## src/rtl/hdbp_pkg.sv

```systemverilog
package hdbp_pkg;
  typedef enum logic [1:0] {
    JAM_IDLE  = 2'd0,
    JAM_BURST = 2'd1,
    JAM_GAP   = 2'd2
  } jam_state_e;

  localparam logic [7:0] PREAMBLE_BYTE = 8'h55;
  localparam int unsigned NUM_WATCHED = 2;
endpackage

```

## src/rtl/hdbp_thresh.sv

```systemverilog
module hdbp_thresh #(
  parameter int unsigned OCC_W  = 12,
  parameter int unsigned HI_PCT = 95,
  parameter int unsigned LO_PCT = 85
) (
  input  logic [OCC_W-1:0] occ,
  input  logic [OCC_W-1:0] cap,
  output logic             at_high,
  output logic             below_low
);
  localparam int unsigned PROD_W = OCC_W + 8;

  logic [PROD_W-1:0] occ_scaled;
  logic [PROD_W-1:0] hi_mark;
  logic [PROD_W-1:0] lo_mark;

  always_comb begin
    occ_scaled = PROD_W'(occ) * PROD_W'(100);
    hi_mark    = PROD_W'(cap) * PROD_W'(HI_PCT);
    lo_mark    = PROD_W'(cap) * PROD_W'(LO_PCT);
    at_high    = (occ_scaled >= hi_mark);
    below_low  = (occ_scaled < lo_mark);
  end
endmodule

```

## src/rtl/hdbp_decide.sv

```systemverilog
module hdbp_decide #(
  parameter int unsigned NUM_BUF = 2
) (
  input  logic               clk,
  input  logic               rst,
  input  logic               eligible,
  input  logic [NUM_BUF-1:0] at_high,
  input  logic [NUM_BUF-1:0] below_low,
  output logic               bp_q
);
  logic bp_d;

  always_comb begin
    bp_d = bp_q;
    if (!eligible)
      bp_d = 1'b0;
    else if (|at_high)
      bp_d = 1'b1;
    else if (&below_low)
      bp_d = 1'b0;
  end

  always_ff @(posedge clk) begin
    if (rst) bp_q <= 1'b0;
    else     bp_q <= bp_d;
  end
endmodule

```

## src/rtl/hdbp_jam.sv

```systemverilog
module hdbp_jam
  import hdbp_pkg::*;
#(
  parameter int unsigned BURST_LEN = 8,
  parameter int unsigned GAP_LEN   = 12
) (
  input  logic       clk,
  input  logic       rst,
  input  logic       bp_on,
  input  logic       frame_pending,
  input  logic       tx_ready,
  output logic       jam_valid,
  output logic [7:0] jam_data
);
  localparam int unsigned MAX_LEN = (BURST_LEN > GAP_LEN) ? BURST_LEN : GAP_LEN;
  localparam int unsigned CNT_W   = $clog2(MAX_LEN + 1);

  jam_state_e       state_q, state_d;
  logic [CNT_W-1:0] cnt_q, cnt_d;
  logic             may_start;

  assign may_start = bp_on && !frame_pending;

  always_comb begin
    state_d = state_q;
    cnt_d   = cnt_q;
    unique case (state_q)
      JAM_IDLE: begin
        if (may_start) begin
          state_d = JAM_BURST;
          cnt_d   = '0;
        end
      end
      JAM_BURST: begin
        if (tx_ready) begin
          if (cnt_q == CNT_W'(BURST_LEN - 1)) begin
            state_d = JAM_GAP;
            cnt_d   = '0;
          end else begin
            cnt_d = cnt_q + 1'b1;
          end
        end
      end
      JAM_GAP: begin
        if (cnt_q == CNT_W'(GAP_LEN - 1)) begin
          cnt_d   = '0;
          state_d = may_start ? JAM_BURST : JAM_IDLE;
        end else begin
          cnt_d = cnt_q + 1'b1;
        end
      end
      default: begin
        state_d = JAM_IDLE;
        cnt_d   = '0;
      end
    endcase
  end

  always_ff @(posedge clk) begin
    if (rst) begin
      state_q   <= JAM_IDLE;
      cnt_q     <= '0;
      jam_valid <= 1'b0;
      jam_data  <= 8'h00;
    end else begin
      state_q   <= state_d;
      cnt_q     <= cnt_d;
      jam_valid <= (state_d == JAM_BURST);
      jam_data  <= (state_d == JAM_BURST) ? PREAMBLE_BYTE : 8'h00;
    end
  end
endmodule

```

## src/rtl/hdbp_ctrl.sv

```systemverilog
module hdbp_ctrl
  import hdbp_pkg::*;
#(
  parameter int unsigned OCC_W     = 12,
  parameter int unsigned HI_PCT    = 95,
  parameter int unsigned LO_PCT    = 85,
  parameter int unsigned BURST_LEN = 8,
  parameter int unsigned GAP_LEN   = 12
) (
  input  logic             clk,
  input  logic             rst,
  input  logic [1:0]       own_speed,
  input  logic             own_half,
  input  logic [1:0]       peer_speed,
  input  logic             peer_half,
  input  logic [OCC_W-1:0] host_occ,
  input  logic [OCC_W-1:0] host_cap,
  input  logic [OCC_W-1:0] peer_occ,
  input  logic [OCC_W-1:0] peer_cap,
  input  logic             frame_pending,
  input  logic             tx_ready,
  output logic             bp_active,
  output logic             jam_valid,
  output logic [7:0]       jam_data
);
  logic [OCC_W-1:0]       occ_v [NUM_WATCHED];
  logic [OCC_W-1:0]       cap_v [NUM_WATCHED];
  logic [NUM_WATCHED-1:0] hi_v;
  logic [NUM_WATCHED-1:0] lo_v;
  logic                   eligible;

  assign occ_v[0] = host_occ;
  assign cap_v[0] = host_cap;
  assign occ_v[1] = peer_occ;
  assign cap_v[1] = peer_cap;

  assign eligible = (own_speed == peer_speed) && own_half && peer_half;

  for (genvar g = 0; g < NUM_WATCHED; g++) begin : g_watch
    hdbp_thresh #(
      .OCC_W (OCC_W),
      .HI_PCT(HI_PCT),
      .LO_PCT(LO_PCT)
    ) u_thresh (
      .occ      (occ_v[g]),
      .cap      (cap_v[g]),
      .at_high  (hi_v[g]),
      .below_low(lo_v[g])
    );
  end

  hdbp_decide #(
    .NUM_BUF(NUM_WATCHED)
  ) u_decide (
    .clk      (clk),
    .rst      (rst),
    .eligible (eligible),
    .at_high  (hi_v),
    .below_low(lo_v),
    .bp_q     (bp_active)
  );

  hdbp_jam #(
    .BURST_LEN(BURST_LEN),
    .GAP_LEN  (GAP_LEN)
  ) u_jam (
    .clk          (clk),
    .rst          (rst),
    .bp_on        (bp_active),
    .frame_pending(frame_pending),
    .tx_ready     (tx_ready),
    .jam_valid    (jam_valid),
    .jam_data     (jam_data)
  );
endmodule

```

## config.mk

```make
export PLATFORM = sky130hd
export DESIGN_NAME = hdbp_ctrl
export DESIGN_NICKNAME = d
export VERILOG_FILES = /design/src/rtl/hdbp_pkg.sv /design/src/rtl/hdbp_thresh.sv /design/src/rtl/hdbp_decide.sv /design/src/rtl/hdbp_jam.sv /design/src/rtl/hdbp_ctrl.sv
export SDC_FILE = /design/constraint.sdc
export NUM_CORES = 1
export LEC_CHECK = 0
export ABC_AREA = 1
export ABC_CLOCK_PERIOD_IN_PS = 5300
export BUFFER_PORTS_ARGS = -buffer_cell sky130_fd_sc_hd__buf_2
export CORE_ASPECT_RATIO = 0.5
export CORE_MARGIN = 1.5
export CORE_UTILIZATION = 45
export DETAILED_ROUTE_END_ITERATION = 10
export HOLD_SLACK_MARGIN = 0.05
export PLACE_DENSITY = 0.65
export RECOVER_POWER = 50
export SYNTH_ARGS = -nofsm -noshare
export SYNTH_HDL_FRONTEND = slang
export SYNTH_SLANG_ARGS = --single-unit
export TNS_END_PERCENT = 50
```

## constraint.sdc

```tcl
create_clock -name clk -period 5.3 [get_ports clk]
set_clock_uncertainty 0.1 [all_clocks]
set_input_delay 1.06 -clock clk [delete_from_list [all_inputs] [get_ports clk]]
set_output_delay 1.06 -clock clk [all_outputs]
set_load 0.005 [all_outputs]
```

==> results.tsv <==
stage	metric	value	unit
finish	seqCellArea	160	um^2
detailed_routing	drt-initial-drc-count	333	
power	power	8200	uW
setup_path	worstPathArrival	5400	ps
timing	hold_viol_final	0	
timing	hold_slack	387	ps
timing	fin_ws	-40.7	ps
detailed_routing	drc	0	
detailed_routing	first_pass_iters	5	
floorplanning	core	0.0242	mm^2
min_path	hold_path_depth	2	
global_routing	antenna_found_initial	0	
floorplanning	placementRows	40	
timing	setup_tns	-40.7	ps
finish	final_core_util	0.592	
setup_path	worstSetupStartpointType	input port	
setup_path	critPathKind	in -> reg	
global_routing	grt_overflow_total	0	
logic_synthesis	syn_area	0.0112	mm^2
detailed_routing	detail_route.wl_per_cell	13.8	um
flow_run	drv_cap	0	
timing	period_needed	5340	ps
cts	clkTransAtPathRegs	40	ps
logic_synthesis	syn_avg_cell_area	7.65	um^2
global_routing	grt_start_max_net_pins	8	
setup_path	crit_fanout	6	
timing	fmax	187	MHz
finish	fin_nets	2186	
setup_path	critPathCaptureType	flop	
cts	cts_buffer_depth	2	
finish	multi_input_area	0.0106	mm^2
floorplanning	start_util	0.462	
cts	clock_sinks	8	
logic_synthesis	synth_seq_cells	8	
placed_design	dpl.hpwl	24.9	mm
logic_synthesis	syn_inst	1459	
timing	min_period_over_period	1.01	
timing	rsz0062_at_grt	true	
global_routing	grt_util_all_layers	0.219	
status	status	finished, violations left	
detailed_routing	wirelength	28.2	mm
finish	drive_gt1_frac	0.241	
global_routing	first_global_vias	10500	
logic_synthesis	yosysUniqueCellTypes	40	
placed_design	gp_congestion	0.895	
detailed_routing	ant_nets	0	
finish	syn2layout_area_growth	28.1	%
finish	fillers	2197	
finish	insertedDiodeCount	0	
cts	cts_htree_levels	1	
min_path	min_path_type	reg -> reg	
setup_path	crit_required	5360	ps
setup_path	worstRegToRegCells	9	
placed_design	port_buffers	63	
cts	clockRootBuffer	clkbuf_16	
detailed_routing	via_per_inst	4.96	
cts	clock_latency	230	ps
cts	hold_buffers	0	
floorplanning	ios	68	
timing	setup_viol	1	
global_routing	grt_pass1_wl	46.8	mm
cts	cts_buffers	3	
floorplanning	die_w	226	um
detailed_routing	num_vias	10100	
logic_synthesis	yosysWarnings	0	
status	violations	negative setup slack	
floorplanning	dieArea	0.0258	mm^2
power	p_per_area	573	mW/mm^2
cts	cts_tree	yes	
logic_synthesis	yosysSeqAreaShare	0.0143	
floorplanning	die_y	114	um
power	ir_worst_vdd	262	uV
timing	drv_slew	0	
power	p_leak	0.00786	uW
-- flip-flops by register name, summed over array words and instances, names as in the netlist --
| signal | cells |
|---|---|
| u_jam.cnt_q | 4 |
| u_jam.state_q | 2 |
| u_decide.bp_q | 1 |
| u_jam.jam_data | 1 |
-- final timing paths --
| path | endpoint | slack [ps] | startpoint |
|---|---|---|---|
| setup / recovery | u_decide.bp_q | -40 | host_cap[7] |
| hold / removal | u_jam.cnt_q[0] | 390 | u_jam.cnt_q[0] |
| setup reg to reg | u_jam.cnt_q[3] | 3580 | u_jam.state_q[1] |
| hold reg to reg | u_jam.cnt_q[0] | 390 | u_jam.cnt_q[0] |
-- metrics by stage --
| stage | setup WS [ps] | std cells | instance area (um^2) |
|---|---|---|---|
| global route | -252 | 2039 | 14300 |
| CTS | 0.948 | 2032 | 13600 |
| floorplan | 17.1 | 1462 | 11200 |
| detailed placement | -457 | 2025 | 13200 |
| global placement | -387 | 2025 | 13200 |
| finish | -40.7 | 2039 | 14300 |
-- per-layer routing --
metal / wire [um] / part of all wire / global-route usage
met5: 0 / 0 / 0
met4: 408 / 0.014 / 0.0349
met3: 460 / 0.016 / 0.00462
met2: 14400 / 0.51 / 0.413
met1: 13000 / 0.46 / 0.285
-- layout make-up --
cell class / count / area share
Tap cell: 336 / 0.0294
Timing Repair Buffer: 246 / 0.126
Sequential cell: 8 / 0.0112
Inverter: 330 / 0.0866
Multi-Input combinational cell: 1116 / 0.742
Clock buffer: 3 / 0.00525
-- critical path, stage by stage --
cell     delay, ps
buf_12         120
fa_1           500
fa_1           560
fa_1           450
fa_1           610
ha_4           230
a21oi_4        150
buf_6          110
o21a_1         170
nor3_2          50
nor2_1         100
nand2_1         70
xor2_1         140
ha_1           340
nand2_2         80
nor2_4         130
nand2_2         70
nor2_2         100
nand2_1         50
nand4_1        120
nor2_1          60
a21oi_1        110
-- what timing repair did --
| action | CTS | global route |
|---|---|---|
| setup endpoints to repair | 1 | 1 |
| resized for setup | 68 | 139 |
| pin swaps | 58 | 98 |
| buffers inserted | 4 | 8 |
| hold endpoints to repair | 0 | 0 |
-- kinds of logic (layout without fill, tap and decap cells) --
kind of cell / Yosys count / in the layout / share of synthesized area
flip-flops: 8 / 8 / 0.0143
other: 1 / 4 / 0.000336
AND/OR/NAND/NOR: 433 / 433 / 0.163
AO/OA/AOI/OAI: 189 / 189 / 0.0991
XOR/XNOR: 67 / 67 / 0.0526
buffers and inverters: 338 / 579 / 0.116
adder cells (fa/ha/maj): 423 / 423 / 0.555
-- where the power goes --
group          internal (uW)  switching (uW)
Sequential              61.6            1.36
Combinational           3730            4280
Clock                   97.4            29.9
-- cells in the mapped netlist --
| master | number | area (um^2) |
|---|---|---|
| nor4_1 | 2 | 12.5 |
| o21ai_2 | 8 | 70.1 |
| o211a_1 | 1 | 10.0 |
| a21o_1 | 11 | 82.6 |
| o21bai_1 | 10 | 75.1 |
| o21ai_0 | 23 | 115 |
| a21boi_1 | 1 | 7.51 |
| inv_2 | 6 | 22.5 |
| a21oi_1 | 96 | 480 |
| nand2_2 | 2 | 12.5 |
| nand3b_1 | 9 | 67.6 |
| xnor2_1 | 34 | 298 |
| o31ai_1 | 5 | 37.5 |
| clkinv_1 | 1 | 3.75 |
| a21oi_2 | 2 | 17.5 |
| conb_1 | 1 | 3.75 |
| nand3_2 | 1 | 10.0 |
| dfxtp_1 | 8 | 160 |
| a2bb2oi_1 | 1 | 8.76 |
| fa_1 | 120 | 2400 |
| o221ai_2 | 1 | 15.0 |
| nand2_1 | 253 | 950 |
| xor2_1 | 33 | 289 |
| nand4_1 | 19 | 119 |
| a31oi_1 | 5 | 31.3 |
| a221o_1 | 1 | 10.0 |
| ha_1 | 303 | 3790 |
| o21a_1 | 3 | 22.5 |
| nor3_1 | 14 | 70.1 |
| a211oi_2 | 1 | 12.5 |
| a31o_2 | 2 | 17.5 |
| o21ai_1 | 17 | 85.1 |
| nand3_1 | 50 | 250 |
| buf_4 | 8 | 60.1 |
| a211oi_1 | 1 | 7.51 |
| and2_1 | 3 | 18.8 |
| inv_1 | 323 | 1210 |
| or2_1 | 1 | 6.26 |
| nor2_2 | 1 | 6.26 |
| nor2_1 | 78 | 293 |
-- layout by cell type (no fill, tap or decap), types with 19 or more instances in the layout --
cell type,synthesis,layout
fa_1,120,120
a21oi_2,2,25
buf_2,0,48
xnor2_1,34,28
ha_1,303,268
a21oi_1,96,67
xor2_1,33,33
buf_4,8,186
inv_1,323,312
nand2_1,253,235
nand3_1,50,44
nand4_1,19,19
nor2_1,78,64
ha_4,0,33
Note: power is estimated with default switching activity, not from simulation.
